File: src/rtl/cssg_pkg.sv
package cssg_pkg;

   typedef enum logic [1:0] {
      ST_IDLE   = 2'd0,
      ST_LEAD   = 2'd1,
      ST_ACTIVE = 2'd2,
      ST_LAG    = 2'd3
   } cssg_state_e;

   // Odd-step prescaler: field value k selects 2k+1 system clock cycles.
   function automatic int unsigned cssg_delay_len(input int unsigned k);
      return 2 * k + 1;
   endfunction

endpackage

File: src/rtl/cssg_sel_decode.sv
module cssg_sel_decode #(
   parameter int SEL_W = 2,
   parameter int CNT_W = SEL_W + 1,
   parameter bit USE_TABLE = 1'b1
) (
   input  logic [SEL_W-1:0] sel,
   output logic [CNT_W-1:0] reload
);
   import cssg_pkg::*;

   initial begin
      assert (CNT_W >= SEL_W + 1)
         else $error("cssg_sel_decode: CNT_W too narrow for SEL_W");
   end

   generate
      if (USE_TABLE && SEL_W == 2) begin : g_table
         // reload value is the delay length minus one
         always_comb begin
            case (sel)
               2'b00:   reload = CNT_W'(0);
               2'b01:   reload = CNT_W'(2);
               2'b10:   reload = CNT_W'(4);
               default: reload = CNT_W'(6);
            endcase
         end
      end else begin : g_arith
         always_comb begin
            reload = CNT_W'(cssg_delay_len(int'(sel)) - 1);
         end
      end
   endgenerate

endmodule

File: src/rtl/cssg_down_counter.sv
module cssg_down_counter #(
   parameter int CNT_W = 3
) (
   input  logic             clk,
   input  logic             rst_n,
   input  logic             load,
   input  logic [CNT_W-1:0] load_val,
   input  logic             dec,
   output logic             zero
);
   logic [CNT_W-1:0] cnt_q;

   always_ff @(posedge clk or negedge rst_n) begin
      if (!rst_n) begin
         cnt_q <= '0;
      end else if (load) begin
         cnt_q <= load_val;
      end else if (dec) begin
         cnt_q <= cnt_q - 1'b1;
      end
   end

   assign zero = (cnt_q == '0);

   AST_CNT_NO_WRAP: assert property (@(posedge clk) disable iff (!rst_n)
      dec |-> !zero);

endmodule

File: src/rtl/cssg_seq_fsm.sv
module cssg_seq_fsm (
   input  logic clk,
   input  logic rst_n,
   input  logic start,
   input  logic stop,
   input  logic cnt_zero,
   input  logic gate,
   output logic ld_lead,
   output logic ld_lag,
   output logic dec,
   output logic capture,
   output logic finish,
   output logic cs_active,
   output logic strobe_n,
   output logic ready,
   output logic done
);
   import cssg_pkg::*;

   cssg_state_e st_q, st_d;
   logic        cs_q, strobe_on_q, ready_q, done_q;

   always_comb begin
      st_d    = st_q;
      ld_lead = 1'b0;
      ld_lag  = 1'b0;
      dec     = 1'b0;
      capture = 1'b0;
      finish  = 1'b0;
      unique case (st_q)
         ST_IDLE: begin
            if (start) begin
               st_d    = ST_LEAD;
               ld_lead = 1'b1;
               capture = 1'b1;
            end
         end
         ST_LEAD: begin
            if (cnt_zero) st_d = ST_ACTIVE;
            else          dec  = 1'b1;
         end
         ST_ACTIVE: begin
            if (stop) begin
               st_d   = ST_LAG;
               ld_lag = 1'b1;
            end
         end
         ST_LAG: begin
            if (cnt_zero) begin
               st_d   = ST_IDLE;
               finish = 1'b1;
            end else begin
               dec = 1'b1;
            end
         end
         default: st_d = ST_IDLE;
      endcase
   end

   always_ff @(posedge clk or negedge rst_n) begin
      if (!rst_n) begin
         st_q        <= ST_IDLE;
         cs_q        <= 1'b0;
         strobe_on_q <= 1'b0;
         ready_q     <= 1'b0;
         done_q      <= 1'b0;
      end else begin
         st_q        <= st_d;
         cs_q        <= (st_d != ST_IDLE);
         strobe_on_q <= (st_d == ST_ACTIVE) && gate;
         ready_q     <= (st_d == ST_ACTIVE);
         done_q      <= finish;
      end
   end

   assign cs_active = cs_q;
   assign strobe_n  = ~strobe_on_q;
   assign ready     = ready_q;
   assign done      = done_q;

   AST_STROBE_INSIDE_CS: assert property (@(posedge clk) disable iff (!rst_n)
      !strobe_n |-> cs_active);
   AST_DONE_ONE_CYCLE: assert property (@(posedge clk) disable iff (!rst_n)
      done |=> !done);
   AST_DONE_AT_RELEASE: assert property (@(posedge clk) disable iff (!rst_n)
      done |-> !cs_active && $past(cs_active));
   AST_STROBE_NEEDS_READY: assert property (@(posedge clk) disable iff (!rst_n)
      !strobe_n |-> ready);

endmodule

File: src/rtl/cs_strobe_gen.sv
module cs_strobe_gen #(
   parameter int CS_W      = 7,
   parameter int SEL_W     = 2,
   parameter bit USE_TABLE = 1'b1
) (
   input  logic            clk,
   input  logic            rst_n,
   input  logic            xfer_start,
   input  logic            xfer_stop,
   input  logic [6:0]      cs_code_in,
   input  logic [1:0]      lead_sel,
   input  logic [1:0]      lag_sel,
   input  logic            strobe_en,
   input  logic            master_mode,
   input  logic            cont_clk,
   output logic [6:0]      cs_code_out,
   output logic            cs_active,
   output logic            strobe_n,
   output logic            strobe_ready,
   output logic            release_done
);
   localparam int CNT_W = SEL_W + 1;

   initial begin
      assert (CS_W == 7)
         else $error("cs_strobe_gen: CS_W must match the 7-bit code ports");
      assert (SEL_W == 2)
         else $error("cs_strobe_gen: SEL_W must match the 2-bit field ports");
   end

   logic [CS_W-1:0]  code_q;
   logic [SEL_W-1:0] lag_sel_q;
   logic             gate_q;
   logic [CNT_W-1:0] lead_reload, lag_reload, load_val;
   logic             ld_lead, ld_lag, dec, capture, finish, cnt_zero;

   cssg_sel_decode #(.SEL_W(SEL_W), .CNT_W(CNT_W), .USE_TABLE(USE_TABLE)) u_lead_dec (
      .sel    (lead_sel),
      .reload (lead_reload)
   );

   cssg_sel_decode #(.SEL_W(SEL_W), .CNT_W(CNT_W), .USE_TABLE(USE_TABLE)) u_lag_dec (
      .sel    (lag_sel_q),
      .reload (lag_reload)
   );

   assign load_val = ld_lag ? lag_reload : lead_reload;

   cssg_down_counter #(.CNT_W(CNT_W)) u_cnt (
      .clk      (clk),
      .rst_n    (rst_n),
      .load     (ld_lead | ld_lag),
      .load_val (load_val),
      .dec      (dec),
      .zero     (cnt_zero)
   );

   cssg_seq_fsm u_fsm (
      .clk       (clk),
      .rst_n     (rst_n),
      .start     (xfer_start),
      .stop      (xfer_stop),
      .cnt_zero  (cnt_zero),
      .gate      (gate_q),
      .ld_lead   (ld_lead),
      .ld_lag    (ld_lag),
      .dec       (dec),
      .capture   (capture),
      .finish    (finish),
      .cs_active (cs_active),
      .strobe_n  (strobe_n),
      .ready     (strobe_ready),
      .done      (release_done)
   );

   // Transfer context captured once per transfer.
   always_ff @(posedge clk or negedge rst_n) begin
      if (!rst_n) begin
         code_q    <= '0;
         lag_sel_q <= '0;
         gate_q    <= 1'b0;
      end else if (capture) begin
         code_q    <= cs_code_in;
         lag_sel_q <= lag_sel;
         gate_q    <= master_mode & strobe_en & ~cont_clk;
      end else if (finish) begin
         code_q    <= '0;
      end
   end

   assign cs_code_out = code_q;

   AST_CODE_HELD: assert property (@(posedge clk) disable iff (!rst_n)
      (cs_active && $past(cs_active)) |-> $stable(cs_code_out));
   AST_STOP_DROPS_STROBE: assert property (@(posedge clk) disable iff (!rst_n)
      (strobe_ready && xfer_stop) |=> strobe_n && !strobe_ready && cs_active);
   AST_START_LATCHES: assert property (@(posedge clk) disable iff (!rst_n)
      (!cs_active && xfer_start) |=> cs_active && (cs_code_out == $past(cs_code_in)));

endmodule

File: config.mk
export PLATFORM = sky130hd
export DESIGN_NAME = cs_strobe_gen
export DESIGN_NICKNAME = d
export VERILOG_FILES = /design/src/rtl/cssg_pkg.sv /design/src/rtl/cssg_sel_decode.sv /design/src/rtl/cssg_down_counter.sv /design/src/rtl/cssg_seq_fsm.sv /design/src/rtl/cs_strobe_gen.sv
export SDC_FILE = /design/constraint.sdc
export NUM_CORES = 1
export LEC_CHECK = 0
export BUFFER_PORTS_ARGS = -buffer_cell sky130_fd_sc_hd__buf_2
export CORE_MARGIN = 1.5
export CORE_UTILIZATION = 47
export DETAILED_ROUTE_END_ITERATION = 6
export PLACE_DENSITY = 0.84
export SLEW_MARGIN = 10
export SYNTH_ARGS = -nofsm -noshare
export SYNTH_HDL_FRONTEND = slang
export SYNTH_HIERARCHICAL = 1
export SYNTH_SLANG_ARGS = --single-unit
File: constraint.sdc
create_clock -name clk -period 2.3 [get_ports clk]
set_clock_uncertainty 0.05 [all_clocks]
set_input_delay 0.46 -clock clk [delete_from_list [all_inputs] [get_ports clk]]
set_output_delay 0.46 -clock clk [all_outputs]
set_load 0.005 [all_outputs]
=== Word-level counts from Yosys, hierarchy flattened ===
Index checks and enable logic that the tools add are counted.
Widths: inputs -> output; s select.

* Bitwise operators: 5
* Eq/ne operators: 8
* $add $sub $neg: 1
* Reduce and logical (&&, ||, !) cells: 9
* Muxes and demuxes: 20

{| class="wikitable"
|+ Operators by type and width
! cell !! number
|-
| $pmux 3 s3 || 2
|-
| $mux 7 || 2
|-
| $eq 2x2->1 const B || 5
|-
| $mux 3 || 3
|-
| $mux 1 || 8
|-
| $mux 2 || 4
|-
| $pmux 2 s4 || 1
|-
| $eq 2x1->1 const B || 3
|-
| $logic_not 2->1 || 3
|-
| $reduce_bool 2->1 || 3
|-
| $logic_not 3->1 || 1
|-
| $sub 3x1->3 const B || 1
|-
| $and 1x1->1 || 2
|-
| $not 1->1 || 2
|-
| $reduce_or 2->1 || 1
|-
| $logic_and 1x1->1 || 1
|-
| $or 1x1->1 || 1
|}

* Register bits: 19
* Bits of input ports: 18
* Logic and storage cells: 52
* Output and inout bits: 11

=== Logic depth before layout (Yosys ltp) ===
Gate-level depths: netlist of run 1.

* Word-level depth: 5
* Mapped depth: 6
* Mapped depth without buffers: 6

=== Hierarchy ===
Netlist of run 1, hierarchy kept.

{| class="wikitable"
|+ By module, submodules not included
! module !! sequential area each (sq um) !! instances !! area each (sq um) !! cells each
|-
| cs_strobe_gen || 250.2 || 1 || 412.9 || 28
|-
| cssg_seq_fsm || 150.1 || 1 || 277.8 || 24
|-
| cssg_down_counter || 75.1 || 1 || 178.9 || 19
|-
| cssg_sel_decode || 0.0 || 2 || 18.8 || 4
|}

=== Least setup slack after synthesis of run 1 ===
No wires, ideal clock.

* Kind: flip-flop to flip-flop
* From: register u_fsm.st_q[0]
* To: register u_cnt.cnt_q[1]
* Data required time: 2126 ps
* Stages on the path, launching flop included: 7
* Buffers on the path: 2
* Path slack: 535 ps
* Period minus slack after synthesis: 1765 ps
* Data arrival time: 1591 ps
* Library setup time: 124 ps
* Path through: dfrtp_1 > buf_6 > nor3b_1 > buf_4 > or2_1 > or2b_1 > o31a_1

* Word-level cells in the longest chain between the ends: 4
* Elaborated cells on any way between the ends: 12
* Classes of those cells: 3 x eq/ne; 5 x mux; 1 x bitwise; 3 x reduce/logical

{| class="wikitable"
|+ Ends and longest elaborated chain
! element !! line !! text
|-
| start: declaration || cssg_seq_fsm.sv:20 || <nowiki>cssg_state_e st_q, st_d;</nowiki>
|-
| start signal: assignment || cssg_seq_fsm.sv:68 || <nowiki>st_q <= st_d;</nowiki>
|-
| $logic_not 2->1 (*) || -- ||
|-
| $mux 1 (*) || -- ||
|-
| named net capture || cs_strobe_gen.sv:35 || <nowiki>logic ld_lead, ld_lag, dec, capture, finish, cnt_zero;</nowiki>
|-
| $or 1x1->1 (*) || cs_strobe_gen.sv:52 || <nowiki>.load (ld_lead | ld_lag),</nowiki>
|-
| $mux 3 or $reduce_bool 2->1 (tied branches) || -- ||
|-
| end signal: assignment || cssg_down_counter.sv:17 || <nowiki>cnt_q <= load_val;</nowiki>
|-
| end signal: assignment || cssg_down_counter.sv:19 || <nowiki>cnt_q <= cnt_q - 1'b1;</nowiki>
|-
| end: declaration || cssg_down_counter.sv:11 || <nowiki>logic [CNT_W-1:0] cnt_q;</nowiki>
|}

Mark *: on every way through the listed nets, which the timed path passes. The rest lies on a longest branch.
A chain may end at the register's enable or synchronous reset.

=== Worst setup path in the final report of run 1 ===
* From: register u_cnt.cnt_q[0]
* To: register u_cnt.cnt_q[1]

* Word-level cells in the longest chain between the ends: 4
* Elaborated cells on any way between the ends: 7
* Classes of those cells: 1 x add/sub; 4 x mux; 2 x reduce/logical

{| class="wikitable"
|+ Ends and longest elaborated chain
! element !! line !! text
|-
| $logic_not 3->1 || cssg_down_counter.sv:23 || <nowiki>assign zero = (cnt_q == '0);</nowiki>
|-
| named net cnt_zero || cs_strobe_gen.sv:35 ||
|-
| $mux 1 || cssg_seq_fsm.sv:39, cssg_seq_fsm.sv:49 ||
|-
| $mux 1 || -- ||
|-
| named net dec || cs_strobe_gen.sv:35 ||
|-
| $reduce_bool 2->1 (no source line) || -- ||
|}

The timed path passes the listed nets, and every way through them passes these cells. The select of a mux whose other input is x is not followed.

==> summary.log, run 1 <==
qor: cells_and_area.nFillCells 159
qor: floorplan.die_x 46.9 um
qor: cts.cts.clk_slew.worst_paths 0.11 ns
qor: logic_synthesis.synth_edf_count 0
qor: cells_and_area.area_of_the_multi_input_gates 345 sq um
qor: route.num_vias 613
qor: sta.slew_violations 0
qor: logic_synthesis.synth_seq_cells 19
qor: logic_synthesis.synth.cell_area 907 sq um
qor: logic_synthesis.synthCells 79
qor: floorplan.core_area 0.00176 sq mm
qor: logic_synthesis.most_numerous_cell_in_the_yosys_netlist sky130_fd_sc_hd__dfrtp_1
qor: power.irDropWorstVdd 0.478 mV
qor: floorplan.floorplan.initialDensity 51.4%
qor: sta.fmaxAchievable 0.608 GHz
qor: route.drt_first_iter_violations 11
qor: cts.clock_latency_on_the_worst_skew_pair 0.29 ns
qor: logic_synthesis.syn_area_per_cell 11.5 sq um
qor: cts.htree_num_levels 1
qor: cts.clkSinkCount 19
qor: power.cell_internal_pwr 820 uW
qor: critical_path.critPathArrivalTime 1.78 ns
qor: cts.number_of_buffers_inserted_during_clock_tree_synthesis 3
qor: logic_synthesis.netlist-cell-type-count 30
qor: logic_synthesis.most_common_flop_cell_mapped_by_yosys sky130_fd_sc_hd__dfrtp_1
qor: placement.place.detailed.hpwl 1130 um
qor: power.power-per-cell-area 1180 mW/mm^2
qor: sta.finalHoldViolCount 0
qor: cells_and_area.sequential_cell_area 475 sq um
qor: route.route.detailed.drc 0
qor: power.power.combinational.fraction 40.6%
qor: placement.place_congestion 0.817
qor: cells_and_area.utilization 59.3%
qor: sta.timing.final.crit_period 1.65 ns
qor: cts.clock_tree_from_tritoncts built
qor: critical_path.crit_fanout 5
qor: logic_synthesis.seq_area_frac_synth 52.4%
qor: run.cap_violations 0
qor: cts.clock_tree.root_cell sky130_fd_sc_hd__clkbuf_4
qor: sta.timing.final.crit_share 71.5%
qor: logic_synthesis.mappedNetlistNets 99
qor: global_routing.maximum_number_of_pins_on_one_net_before_global_route_repair 20
qor: power.sequentialPowerShare 46.1%
qor: floorplan.die_area 0.00220 sq mm
qor: route.routedWlPerCell 11.5 um
qor: worst_hold_path.worstHoldPathType input port to asynchronous set/reset pin
qor: logic_synthesis.yosysWarningCount 6
qor: global_routing.antenna_found_initial 0
qor: logic_synthesis.synth_top_area_share 52.4%
qor: power.leakage 0.537 nW
qor: route.postRouteAntennaNets 0
qor: run_status.outcome finished clean
qor: cts.cts_setup_buffers 0
qor: cts.cells_resized_by_post_cts_repair 0
qor: critical_path.startpoint_type flip-flop
qor: global_routing.grt_pass1_vias 541
qor: floorplan.pin_count 29
qor: cells_and_area.drive_gt1_share 35.3%
qor: logic_synthesis.synth_largest_area_cell sky130_fd_sc_hd__dfrtp_1
qor: route.detail_route.wirelength 1460 um
qor: cts.max-clock-path-buffers 2
qor: global_routing.aggregate_global_routing_overflow 0
qor: power.power.switching 414 uW
qor: critical_path.timing_worst_setup_path_type flip-flop to flip-flop
qor: logic_synthesis.post_synth_most_frequent_cells sky130_fd_sc_hd__dfrtp_1, sky130_fd_sc_hd__a22o_1, sky130_fd_sc_hd__inv_1, sky130_fd_sc_hd__mux2_1
qor: cells_and_area.num_antenna_cells 0
qor: route.first_pass_iters 4
qor: floorplan.core.rowCount 15
qor: placement.port_buffers 28
qor: logic_synthesis.cell_types_with_the_largest_area_share_after_synthesis sky130_fd_sc_hd__dfrtp_1, sky130_fd_sc_hd__a22o_1, sky130_fd_sc_hd__mux2_1
qor: critical_path.required 2.43 ns
qor: power.clock_power_share 13.2%
qor: sta.setup_viol_count_final 0
qor: sta.setup_repair_after_global_routing_missed_its_margin false
qor: floorplan.chipHeight 46.9 um
qor: cts.cts.hold.buffers_added 0
qor: global_routing.globalRouteTotalUtil 15.1%
qor: sta.totalNegativeSetupSlack 0 ns
qor: power.power.share.switching 33.6%
qor: critical_path.setup.worst_path.end_class flip-flop
qor: cells_and_area.area_growth_syn_to_layout 15.3%
qor: logic_synthesis.asyncSetResetFlopFracSynth 100%
qor: cells_and_area.nets 123
qor: global_routing.first_pass_grt_wire_length 2320 um
qor: route.route.detailed.vias_per_inst 4.83
state kept, by name, summed over array words and instances, names as in the netlist:
name,cells
lag_sel_q,2
cs_code_out,7
u_fsm/ready,1
u_fsm/st_q,2
gate_q,1
u_fsm/cs_active,1
u_fsm/strobe_on_q,1
u_cnt/cnt_q,3
u_fsm/done,1
kinds of logic (layout without fill, tap and decap cells):
family | after synthesis | count (layout) | share of synthesized area [%]
buf+inv | 15 | 38 | 9.52
xor+xnor | 2 | 2 | 1.93
compound gates | 13 | 13 | 11.3
fa+ha+maj | 2 | 2 | 2.76
other cells | 2 | 2 | 0.828
flops | 19 | 19 | 52.4
mux | 6 | 6 | 7.86
simple gates | 20 | 20 | 13.4
final cells by class:
type,count,area share (%)
Tap cell,25,2.99
Timing Repair Buffer,29,14.1
Inverter,5,1.79
Clock buffer,3,2.15
Clock inverter,1,0.478
Sequential cell,19,45.5
Multi-Input combinational cell,45,33.0
power groups by stage:
stage                     Clock (mW)  Combinational [mW]  Sequential [mW]
after floorplan                    0               0.417            0.547
after detailed placement           0               0.501            0.578
after global placement             0               0.478            0.572
after global routing           0.184               0.570            0.591
final                          0.163               0.501            0.569
after CTS                      0.168               0.507            0.570
critical path, stage by stage, from the launching register on:
cell and delay [ns]:
sky130_fd_sc_hd__dfrtp_1 0.37, sky130_fd_sc_hd__inv_1 0.05, sky130_fd_sc_hd__ha_1 0.19, sky130_fd_sc_hd__ha_1 0.23, sky130_fd_sc_hd__nor2b_1 0.31, sky130_fd_sc_hd__nor2b_1 0.09
sky130_fd_sc_hd__o31a_1 0.25
path summary, 6_finish.rpt:
kind	slack, ns	to	cells after the start	from
hold reg to reg	0.45	cs_code_out[1]	1	cs_code_out[1]
min in group clk	0.33	lag_sel_q[0]	2	lag_sel[0]
setup reg to reg	0.65	u_cnt/cnt_q[1]	6	u_cnt/cnt_q[0]
max in group asynchronous	1.87	cs_code_out[2]	1	rst_n
setup / recovery	0.65	u_cnt/cnt_q[1]	6	u_cnt/cnt_q[0]
hold / removal	0.04	u_cnt/cnt_q[2]	1	rst_n
per-stage QoR:
stage | cell area [sq um] | instances | worst slack, ns | total power, mW | hold WS (ns)
after floorplan | 907 | 79 | 0.535 | 0.964 | 0.114
after global placement | 1020 | 123 | 0.713 | 1.05 | 0.360
after detailed placement | 1020 | 123 | 0.670 | 1.08 | 0.366
after CTS | 1050 | 127 | 0.651 | 1.24 | 0.0435
after global routing | 1050 | 127 | 0.538 | 1.34 | 0.0521
final | 1050 | 127 | 0.655 | 1.23 | 0.0372
cell usage in the layout (no fill, tap or decap), drive strengths merged:
master,count
and2,1
nor2,3
or2,1
or3b,1
nor3,1
buf,29
clkinv,1
nand4b,1
conb,2
ha,2
or2b,1
xnor2,2
o31a,1
o21ai,2
and3,1
nor3b,1
a21boi,1
dfrtp,19
and3b,1
clkbuf,3
o21a,1
nand2,4
inv,5
a22o,7
o31ai,1
nand3b,1
mux2,6
nor2b,3
layer usage:
metal,track usage (%),part of all wire (%),vias to the layer above
li1,-,-,305
met1,20.4,49,293
met4,6.67,0.55,0
met3,4.62,3.3,2
met2,22.5,47,13
met5,0,0,-
(Power assumes the default switching activity.)
==> run 2: changes to the inputs <==
clock period = 1.7 ns   (was 2.3 ns; I/O delays follow)
==> summary.log, run 2 (synthesis gave the netlist of run 1 again) <==
qor: run_status.outcome finished clean
qor: floorplan.chipHeight 46.9 um
qor: power.cell_internal_pwr 1.14 mW
qor: critical_path.critPathArrivalTime 1.74 ns
qor: route.detail_route.wirelength 1440 um
qor: cells_and_area.fin_cells 130
qor: power.leakage 0.552 nW
qor: cells_and_area.nets 126
qor: cts.clock_tree_from_tritoncts built
qor: placement.preCtsSetupSlack 0.115 ns
qor: cells_and_area.layout.cells.most_common sky130_fd_sc_hd__buf_2
qor: power.sequentialPowerShare 44.0%
qor: cts.cts.clk_slew.worst_paths 0.11 ns
qor: critical_path.crit_family adder cells
qor: placement.port_buffers 28
qor: cts.max-clock-path-buffers 2
qor: sta.final.setup.worst_slack 0.0869 ns
qor: power.irDropWorstVdd 0.733 mV
qor: cts.clock_tree.root_cell sky130_fd_sc_hd__clkbuf_4
qor: route.drt_first_iter_violations 7
qor: sta.setup_repair_after_global_routing_missed_its_margin false
qor: placement.place.detailed.hpwl 1120 um
qor: cells_and_area.area_growth_syn_to_layout 18.6%
qor: cells_and_area.most-common-layout-cells sky130_fd_sc_hd__buf_2, sky130_fd_sc_hd__dfrtp_1, sky130_fd_sc_hd__a22o_1
qor: cts.clock_latency_on_the_worst_skew_pair 0.28 ns
qor: global_routing.grt_pass1_vias 503
qor: floorplan.die_x 46.9 um
qor: sta.slew_violations 0
qor: cts.htree_num_levels 1
qor: route.routedWlPerCell 11.1 um
qor: route.first_pass_iters 3
qor: cells_and_area.largest_register_ffs 7
qor: route.route.detailed.vias_per_inst 4.85
qor: cts.number_of_buffers_inserted_during_clock_tree_synthesis 3
qor: sta.totalNegativeSetupSlack 0 ns
qor: sta.finalHoldViolCount 0
qor: global_routing.globalRouteTotalUtil 13.8%
qor: placement.place_congestion 0.801
qor: global_routing.antenna_found_initial 0
qor: power.clock_power_share 12.7%
qor: global_routing.aggregate_global_routing_overflow 0
qor: cts.clkSinkCount 19
qor: floorplan.die_area 0.00220 sq mm
qor: cells_and_area.final_design_area_no_fill 0.00108 sq mm
qor: critical_path.cpPeakStageDelay 0.37 ns
qor: power.power.combinational.fraction 43.3%
qor: power.power-per-cell-area 1570 mW/mm^2
qor: global_routing.maximum_number_of_pins_on_one_net_before_global_route_repair 20
qor: critical_path.startpoint_type flip-flop
qor: sta.timing.final.crit_share 94.9%
qor: floorplan.floorplan.initialDensity 51.4%
qor: critical_path.crit_fanout 5
qor: sta.timing.final.crit_period 1.61 ns
qor: critical_path.required 1.83 ns
qor: placement.place.detailed.instances 125
qor: cells_and_area.num_antenna_cells 0
qor: critical_path.cp_slowest_cell sky130_fd_sc_hd__dfrtp_1
qor: run.cap_violations 0
qor: critical_path.critical_path.n_buffers_inverters 1
qor: route.postRouteAntennaNets 0
qor: sta.hold_slack 0.216 ns
qor: placement.place_area 0.00104 sq mm
qor: cells_and_area.drive_gt1_share 37.1%
qor: worst_hold_path.worstHoldPathType input port to flip-flop
qor: power.power.share.switching 32.7%
qor: sta.setup_viol_count_final 0
qor: floorplan.core_area 0.00176 sq mm
qor: critical_path.cell_chain_critical_path inv_1 -> ha_1 -> ha_1 -> nor2b_1 -> nor2b_1 -> o31a_1
qor: critical_path.timing_worst_setup_path_type flip-flop to flip-flop
qor: floorplan.core.rowCount 15
qor: floorplan.pin_count 29
qor: route.route.detailed.drc 0
qor: critical_path.setup.worst_path.end_class flip-flop
qor: route.num_vias 630
qor: sta.fmaxAchievable 0.620 GHz
qor: power.power.switching 551 uW
qor: global_routing.first_pass_grt_wire_length 2210 um
-- run 2: changes by cell type in the layout (fill, tap and decap cells not counted) --
cell	change
sky130_fd_sc_hd__buf_4	+2
sky130_fd_sc_hd__dlygate4sd3_1	+1
sky130_fd_sc_hd__nor3b_1	-1
sky130_fd_sc_hd__nor3b_2	+1
-- run 2: final cells by class --
cell class | instances | area, sq um
Multi-Input combinational cell | 45 | 350
Inverter | 5 | 18.8
Clock inverter | 1 | 5.00
Timing Repair Buffer | 32 | 173
Fill cell | 156 | 688
Clock buffer | 3 | 22.5
Tap cell | 25 | 31.3
Sequential cell | 19 | 475
-- run 2: per-layer routing --
metal	GRT usage [%]	up-vias	wire, um
met1	20.5	307	676
met4	3.33	0	13
met3	2.31	2	46
met2	21.1	10	701
li1	-	311	-
met5	0	-	0
-- run 2: power groups by stage --
stage | logic (mW) | clock network [mW] | registers (mW)
CTS | 0.742 | 0.223 | 0.744
detailed placement | 0.733 | 0 | 0.754
global route | 0.826 | 0.244 | 0.773
finish | 0.730 | 0.215 | 0.743
floorplan | 0.569 | 0 | 0.740
global placement | 0.711 | 0 | 0.748
-- run 2: per-stage QoR --
stage                     total power, mW  util, %
after floorplan                      1.31        -
after global placement               1.46     58.9
after detailed placement             1.49     58.9
after CTS                            1.71     61.0
after global routing                 1.84     61.0
final                                1.69     61.0
-- run 2: worst paths after layout --
path / end / from / slack (ns) / depth (start not counted)
worst max register to register: u_cnt/cnt_q[1] / u_cnt/cnt_q[0] / 0.09 / 6
max in group asynchronous: u_fsm/strobe_on_q / rst_n / 0.86 / 2
worst max-delay path: u_cnt/cnt_q[1] / u_cnt/cnt_q[0] / 0.09 / 6
worst min-delay path: lag_sel_q[0] / lag_sel[0] / 0.22 / 2
worst min register to register: lag_sel_q[0] / lag_sel_q[0] / 0.44 / 1
min in group asynchronous: u_fsm/done / rst_n / 0.46 / 2
-- run 2: worst register-to-register path, stage by stage (launching register included) --
cell and delay (ns):
sky130_fd_sc_hd__dfrtp_1 0.37, sky130_fd_sc_hd__inv_1 0.05, sky130_fd_sc_hd__ha_1 0.19, sky130_fd_sc_hd__ha_1 0.22, sky130_fd_sc_hd__nor2b_1 0.31, sky130_fd_sc_hd__nor2b_1 0.09
sky130_fd_sc_hd__o31a_1 0.24
-- run 2: repair_timing --
item,CTS,global route
buffers inserted,0,0
hold endpoints to repair,19,0
hold buffers,1,0
resized for setup,0,0
==> run 3: changes to the inputs <==
BUFFER_PORTS_ARGS = -buffer_cell sky130_fd_sc_hd__buf_4   (was -buffer_cell sky130_fd_sc_hd__buf_2)
REMOVE_ABC_BUFFERS = 1   (was default)
==> summary.log, run 3 (synthesis gave the netlist of run 1 again) <==
qor: sta.setup_repair_after_global_routing_missed_its_margin false
qor: cells_and_area.nets 124
qor: placement.port_buffers 28
qor: placement.place.detailed.hpwl 1140 um
qor: power.power.share.switching 32.4%
qor: cells_and_area.nFillCells 151
qor: worst_hold_path.hold_end lag_sel_q[0]
qor: cts.htree_num_levels 1
qor: floorplan.die_x 46.9 um
qor: power.irDropWorstVdd 0.767 mV
qor: cells_and_area.drive_gt1_share 35.9%
qor: sta.timing.final.crit_share 92.6%
qor: global_routing.aggregate_global_routing_overflow 0
qor: floorplan.core_area 0.00176 sq mm
qor: global_routing.top_usage_layer met2
qor: route.drt_first_iter_violations 15
qor: critical_path.startpoint_type flip-flop
qor: sta.timing.final.crit_period 1.57 ns
qor: global_routing.first_pass_grt_wire_length 2420 um
qor: critical_path.setup.worst_path.end_class flip-flop
qor: power.cell_internal_pwr 1.17 mW
qor: critical_path.critical_path.reg2reg.startpoint u_fsm/st_q[0]
qor: critical_path.reg2reg_setup_slack 0.13 ns
qor: route.detail_route.wirelength 1490 um
qor: critical_path.worst_r2r_endpoint u_cnt/cnt_q[1]
qor: power.power.combinational.fraction 42.7%
qor: route.route.detailed.drc 0
qor: global_routing.antenna_found_initial 0
qor: cells_and_area.area_growth_syn_to_layout 24.4%
qor: cells_and_area.num_antenna_cells 0
qor: route.routedWlPerCell 11.6 um
qor: route.postRouteAntennaNets 0
qor: critical_path.required 1.83 ns
qor: cts.number_of_buffers_inserted_during_clock_tree_synthesis 3
qor: sta.fmaxAchievable 0.635 GHz
qor: floorplan.die_area 0.00220 sq mm
qor: critical_path.crit_fanout 9
qor: worst_hold_path.worstHoldPathType input port to flip-flop
qor: route.route.detailed.vias_per_inst 4.90
qor: cts.cts.clk_slew.worst_paths 0.11 ns
qor: critical_path.critPathArrivalTime 1.71 ns
qor: global_routing.grt_pass1_vias 579
qor: cts.clock_latency_on_the_worst_skew_pair 0.28 ns
qor: sta.setup_viol_count_final 0
qor: placement.place_area 0.00109 sq mm
qor: cts.max-clock-path-buffers 2
qor: global_routing.gr_layer_usage_met2 26.3%
qor: placement.place_congestion 0.782
qor: critical_path.timing_worst_setup_path_type flip-flop to flip-flop
qor: global_routing.grt_util_met3 3.46%
qor: floorplan.pin_count 29
qor: power.leakage 0.563 nW
qor: global_routing.maximum_number_of_pins_on_one_net_before_global_route_repair 20
qor: cells_and_area.most-common-layout-cells sky130_fd_sc_hd__buf_4, sky130_fd_sc_hd__dfrtp_1, sky130_fd_sc_hd__a22o_1
qor: cts.clock_tree_from_tritoncts built
qor: cts.cts_setup_buffers 0
qor: cells_and_area.largest_register_ffs 7
qor: sta.final.setup.worst_slack 0.125 ns
qor: sta.slew_violations 0
qor: cells_and_area.utilization 64.0%
qor: floorplan.floorplan.initialDensity 51.4%
qor: critical_path.reg2reg_depth 4
qor: power.power.switching 561 uW
qor: run_status.outcome finished clean
qor: power.clock_power_share 12.7%
qor: floorplan.core.rowCount 15
qor: cells_and_area.layout.cells.most_common sky130_fd_sc_hd__buf_4
qor: route.first_pass_iters 4
qor: cells_and_area.final_design_area_no_fill 0.00113 sq mm
qor: power.power-per-cell-area 1540 mW/mm^2
qor: global_routing.grt_util_met1 19.7%
qor: route.num_vias 627
qor: power.sequentialPowerShare 44.6%
qor: run.cap_violations 0
qor: sta.finalHoldViolCount 0
qor: cts.clkSinkCount 19
qor: placement.preCtsSetupSlack 0.121 ns
qor: worst_hold_path.hold_path_depth 2
qor: cts.clock_tree.root_cell sky130_fd_sc_hd__clkbuf_4
qor: global_routing.globalRouteTotalUtil 15.8%
qor: floorplan.chipHeight 46.9 um
qor: worst_hold_path.timing.hold.worst.start lag_sel[0]
run 3: area by class of cell:
type / count / area, sq um / share of cell area (%)
well taps: 25 / 31.3 / 2.77
repair buffers: 30 / 228 / 20.2
clock buffers: 3 / 22.5 / 2.00
clock inverters: 1 / 5.00 / 0.443
inverters: 5 / 18.8 / 1.66
flip-flops and latches: 19 / 475 / 42.1
multi-input cells: 45 / 348 / 30.8
run 3: critical path, stage by stage (launching register included):
cell,delay [ns]
sky130_fd_sc_hd__dfrtp_1,0.47
sky130_fd_sc_hd__and3b_2,0.31
sky130_fd_sc_hd__mux2_1,0.32
sky130_fd_sc_hd__or2b_1,0.22
sky130_fd_sc_hd__o31a_1,0.10
run 3: through the flow:
step	power [mW]	hold WS (ns)	std cells	TNS [ns]
after floorplan	1.23	-0.00559	69	-2.59
after global placement	1.48	0.174	123	0
after detailed placement	1.52	0.173	123	0
after CTS	1.74	0.210	128	0
after global routing	1.89	0.210	128	0
final	1.73	0.212	128	0
run 3: power groups by stage:
stage          Clock [mW]  Combinational, mW  Sequential, mW
2_1_floorplan           0              0.457           0.769
3_3_place_gp            0              0.706           0.777
3_5_place_dp            0              0.735           0.782
4_1_cts             0.225              0.743           0.773
5_1_grt             0.251              0.840           0.804
6_report            0.219              0.741           0.773
run 3: worst max-delay path by stage:
stage	end	startpoint	slack, ns	cells past startpoint
5_1_grt	cs_code_out[0]	u_cnt/cnt_q[0]	0.02	6
4_1_cts	u_cnt/cnt_q[1]	u_cnt/cnt_q[0]	0.10	6
2_1_floorplan	u_cnt/cnt_q[1]	u_fsm/st_q[0]	-0.41	4
6_report	u_cnt/cnt_q[1]	u_fsm/st_q[0]	0.13	4
3_3_place_gp	u_cnt/cnt_q[1]	u_cnt/cnt_q[0]	0.17	6
3_5_place_dp	u_cnt/cnt_q[1]	u_cnt/cnt_q[0]	0.12	6
run 3: timing repair:
action	CTS	global route
endpoints found under the hold margin	19	0
gates resized for setup	0	1
hold buffers	1	0
endpoints found under the setup margin	0	1
run 3: metal layers:
metal  share of wire, %  routed length, um
met1                 43                646
met2                 52                770
met3                3.0                 45
met4                1.8                 27
met5                  0                  0
